## config.mk

```make
export PLATFORM = sky130hd
export DESIGN_NAME = sirq_ident
export DESIGN_NICKNAME = d
export VERILOG_FILES = /design/src/rtl/sirq_ident.sv
export SDC_FILE = /design/constraint.sdc
export NUM_CORES = 1
export LEC_CHECK = 0
export BUFFER_PORTS_ARGS = -buffer_cell sky130_fd_sc_hd__buf_2
export CORE_MARGIN = 8
export CORE_UTILIZATION = 32
export DETAILED_ROUTE_END_ITERATION = 8
export PLACE_DENSITY = 0.75
export SLEW_MARGIN = 20
export SYNTH_ARGS = -nofsm -noshare
export SYNTH_HDL_FRONTEND = slang
export SYNTH_SLANG_ARGS = --single-unit
```

## constraint.sdc

```tcl
create_clock -name clk -period 0.85 [get_ports clk]
set_input_delay 0.0425 -clock clk [delete_from_list [all_inputs] [get_ports clk]]
set_output_delay 0.0425 -clock clk [all_outputs]
set_load 0.005 [all_outputs]
```

## src/rtl/sirq_ident.sv

```systemverilog
module sirq_ident (
  input  logic       clk,
  input  logic       rst_n,
  input  logic       en_wr,
  input  logic [7:0] en_wdata,
  output logic [7:0] en_rdata,
  input  logic       line_err_set,
  input  logic       rx_avail_set,
  input  logic       tx_empty_set,
  input  logic       modem_chg_set,
  input  logic       rd_linestat,
  input  logic       rd_rxdata,
  input  logic       wr_txhold,
  input  logic       rd_modemstat,
  input  logic       rd_ident,
  output logic [7:0] ident,
  output logic       irq
);
  // bit order follows the enable byte: 0 rx, 1 tx, 2 line, 3 modem
  logic [3:0] en_q, pend_q, act, set_v, clr_v;
  logic [1:0] code;
  logic       tx_shown;

  assign act      = en_q & pend_q;
  assign irq      = |act;
  assign set_v    = {modem_chg_set, line_err_set, tx_empty_set, rx_avail_set};
  assign tx_shown = act[1] & ~act[2] & ~act[0];
  assign clr_v    = {rd_modemstat, rd_linestat, wr_txhold | (rd_ident & tx_shown), rd_rxdata};

  always_comb begin
    if (act[2])      code = 2'b11;
    else if (act[0]) code = 2'b10;
    else if (act[1]) code = 2'b01;
    else             code = 2'b00;
  end

  assign ident    = {5'b0, code, ~irq};
  assign en_rdata = {4'b0, en_q};

  always_ff @(posedge clk or negedge rst_n) begin
    if (!rst_n) begin
      en_q   <= '0;
      pend_q <= '0;
    end else begin
      if (en_wr) en_q <= en_wdata[3:0];
      pend_q <= (pend_q & ~clr_v) | set_v;
    end
  end
endmodule


```

### Word level (Yosys, flattened, before mapping)

Index checks and enable logic that the tools add are counted.

| operators by class | value |
|---|---|
| multiplexer cells | 3 |
| bitwise logic cells | 11 |
| reductions and logical operators | 1 |

Operator list:

| cell | number |
|---|---|
| 4-bit AND | 2 |
| 2-bit two-way mux | 2 |
| 4-bit NOT | 1 |
| 4-bit OR | 1 |
| 4-bit OR reduction | 1 |
| 1-bit AND | 3 |
| 1-bit NOT | 3 |
| 1-bit two-way mux | 1 |
| 1-bit OR | 1 |

| storage, ports and cells | value |
|---|---|
| bits in registers | 8 |
| input port bits | 20 |
| output and inout port bits | 17 |
| word-level logic and storage cells | 17 |

### Logic depth before layout (Yosys ltp)

| logic depth | value |
|---|---|
| word-level depth | 9 |
| depth in mapped cells | 2 |
| depth with buffers taken out | 2 |

### Least setup slack after synthesis

OpenSTA, ideal clock, no wires.

| path | value |
|---|---|
| path kind | register to output |
| from | register en_q[2] |
| to | output irq |
| arrival | 0.927 ns |
| data required time | 0.808 ns |
| setup slack | -0.120 ns |
| cell stages (with the launch flop) | 3 |
| path buffers | 0 |
| cell sequence | dfrtp_1 > a22o_4 > a221o_1 |

| on the way | value |
|---|---|
| word-level cells in the longest chain between the ends | 2 |

Ends and longest elaborated chain:

| item | line | RTL |
|---|---|---|
| start, declared | 20 | `logic [3:0] en_q, pend_q, act, set_v, clr_v;` |
| start signal, assigned | 45 | `if (en_wr) en_q <= en_wdata[3:0];` |
| 4-bit AND | 24 | `assign act = en_q & pend_q;` |
| 4-bit OR reduction | 25 | `assign irq = \|act;` |
| end, declared | 17 | `output logic irq` |

Every way passes these cells.

### Worst setup path in the final report

| path | value |
|---|---|
| from | register pend_q[2] |
| to | output irq |

| on the way | value |
|---|---|
| word-level cells in the longest chain between the ends | 2 |

Ends and longest elaborated chain:

| item | line | RTL |
|---|---|---|
| start, declared | 20 |  |
| start signal, assigned | 46 | `pend_q <= (pend_q & ~clr_v) \| set_v;` |
| 4-bit AND | 24 |  |
| 4-bit OR reduction | 25 |  |

Every way passes these cells.

==> metrics list <==
- Status: finished with violations
- Failing checks: setup timing
* Max-cap check violation count: 0
- The worst hold path passes through 2 cells.
- Fraction of the yosys area taken by sequential cells: 47.20%
* Synthesized area: 424.2 sq um
- Clock tree synthesis inserted a total of 3 buffers.
- Number of rows created at floorplan: 13
* First-pass GRT wire length: 1704 um
* Die height: 52.41 um
* Max Fclk: 0.7578 GHz
- Data required time at the worst endpoint: 810 ps
- Setup violations remaining at the end of the flow were counted as 10.
- After synthesis, the mean cell area works out to 11.78 sq um.
- For this run, the total global-route usage over all layers was measured as 8.167%.
- Worst r2r src: pend_q[2]
- DRC violations left: 0
* Endpoint of the worst setup timing path: irq
- Cells with a size suffix above 1 make up 55.41% of the layout.
- For this block, the routed nets add up to 1055 um of wire.
- The initial utilization of the core area, before any placement, comes to 33.43%.
* PortBufs: 23
* Number of register bits inferred by synthesis: 8
- Synthesized netlist cell count: 36
* Flop-to-flop setup slack: -320 ps
* Detailed placement HPWL: 852.9 um
* Clock-pin transition on the worst setup and hold timing paths: 50 ps
- Leaving out fill and tap cells, the most frequent cells in the layout are 20 x sky130_fd_sc_hd__buf_2, 9 x sky130_fd_sc_hd__conb_1, 7 x sky130_fd_sc_hd__dfrtp_1, 7 x sky130_fd_sc_hd__buf_6, 6 x sky130_fd_sc_hd__dlygate4sd3_1.
* Power Dens Cells: 1472 nW/um^2
* Top-level I/O count: 37
- The number of antenna diodes in the final layout is 0.
- Setup repair after global routing missed its margin: true
* Ys Warns: 0
- The worst setup path is of the register to output port kind.
- Largest buffer count on any clock path: 2
- Layout area overhead: 67.55%
* Number of global-route vias before repair: 401
- Vias after detailed routing: 372
* Reg-to-Reg End: pend_q[1]
- Maximum number of pins on one net before global-route repair: 9
- Global routing finished with a remaining overflow of 0.
- Die ar.: 2746 sq um
- Count of unique library cells instantiated by Yosys: 14
- Count of antenna-violating nets left after detailed routing: 0
* Number of pins exceeding their max-slew limit in the final report: 0
- Clock tree synthesis found a total of 8 sinks.
* WL/cell: 11.85 um
- Largest vdd supply drop: 873.1 uV
- Maximum net fanout on the critical path: 3
- After layout, the worst path uses 155.2% of the clock period.
- Data arrives at the worst endpoint at 1280 ps.
- Worst hold slack: 24.47 ps
- Library cell used as clock root buffer: sky130_fd_sc_hd__clkbuf_4
* Iteration-0 DRC Markers: 1
- DR vias/cell: 4.180
* Class of the tightest hold or removal check: primary input to register
- Number of antenna violations at the first check in global routing: 0
- In the final design database the tool counted 96 nets.
- # H-tree levels: 1
- For the worst-skew pair, the clock arrives at the later sink with an insertion delay of 250 ps.
* Final min period: 1320 ps
* Placer's final routability congestion estimate: 0.6981
- Most common cell after layout, fill and taps aside: sky130_fd_sc_hd__buf_2
- For this design the static power due to leakage is 0.3807 nW.
- Area of the placeable core: 1269 sq um
* Critical path endpoint category: output port
* Die width: 52.41 um
- Clock skew on the completed layout was measured at 4.990 ps.
* Initial DRT Pass Iterations: 2
- TritonCTS clock tree: built
* Critical path launch point: pend_q[2]
- Final hold vios: 0
- In the post-route analysis, the smallest setup slack over all paths is -469.5 ps.
- Critical Path Source Type: register
- R2R depth: 4
- Total Negative Setup Slacks: -2523 ps
[kinds of logic (layout without fill, tap and decap cells)]
family                 count (synthesis)  in the layout  synth area share [%]
muxes                                  4              4                 10.62
buffers and inverters                 12             42                 18.58
other                                  1              9                0.8841
AOI/OAI and AO/OA                      8              8                 18.59
DFF                                    8              8                 47.20
and+or+nand+nor                        3              3                 4.131
[cells in the mapped netlist, drive strengths merged]
cell type,n,area (sq um)
a21o,3,22.52
a221o,1,10.01
a221oi,1,8.760
a22o,1,17.52
a32o,1,11.26
buf,9,67.56
conb,1,3.750
dfrtp,8,200.2
inv,3,11.26
mux2,4,45.04
nand2,1,3.750
nand3b,1,7.510
nor2b,1,6.260
o22a,1,8.760
[repair_timing]
action / in CTS / in global routing
gates resized for setup: 6 / 8
endpoints found under the setup margin: 11 / 13
hold endpoints to repair: 13 / 0
hold buffers: 6 / 0
pin swaps: 1 / 3
buffers inserted: 3 / 1
[flip-flops by register name (all words and copies together) (netlist names)]
register  cells
en_q          4
pend_q        4
[critical path, stage by stage (launching register included)]
cell and delay (ps):
sky130_fd_sc_hd__dfrtp_1 390, sky130_fd_sc_hd__a22o_4 270, sky130_fd_sc_hd__a221o_1 250, sky130_fd_sc_hd__buf_2 120
[through the flow]
stage                     instance area [sq um]  util (%)  power, mW  setup slack (ps)  cells
after floorplan                           454.2         -     0.5672            -119.8     44
after global placement                    550.5     43.39     0.6604            -195.7     77
after detailed placement                  550.5     43.39     0.6643            -214.1     77
after CTS                                 683.2     53.85      1.035            -486.3     89
after global routing                      710.7     56.02      1.113            -519.0     89
final                                     710.7     56.02      1.046            -469.5     89
[worst min-delay path by stage]
stage,startpoint,to
6_report,en_wdata[0],en_q[0]
4_1_cts,en_wdata[1],en_q[1]
3_3_place_gp,rst_n,pend_q[3]
3_5_place_dp,rst_n,pend_q[1]
5_1_grt,en_wdata[1],en_q[1]
2_1_floorplan,rst_n,en_q[0]
[cell type report]
| type | count | area, sq um |
|---|---|---|
| multi-input combinational | 24 | 195.2 |
| tap | 15 | 18.77 |
| sequential | 8 | 201.4 |
| timing repair buffer | 36 | 261.5 |
| fill | 121 | 558.0 |
| clock buffer | 3 | 22.52 |
| inverter | 3 | 11.26 |
[per-layer routing]
| metal | share of wire (%) | GRT usage, % |
|---|---|---|
| met2 | 44 | 11.66 |
| met5 | 0 | 0 |
| met1 | 44 | 9.625 |
| met3 | 11 | 3.125 |
| met4 | 1.3 | 6.034 |
[power breakdown]
group          internal, mW  total [mW]  switching [mW]
clock                 0.161       0.280           0.119
combinational         0.211       0.313           0.102
sequential            0.416       0.453          0.0368
total                 0.788        1.05           0.258
Note: power is estimated with default switching activity, not from simulation.
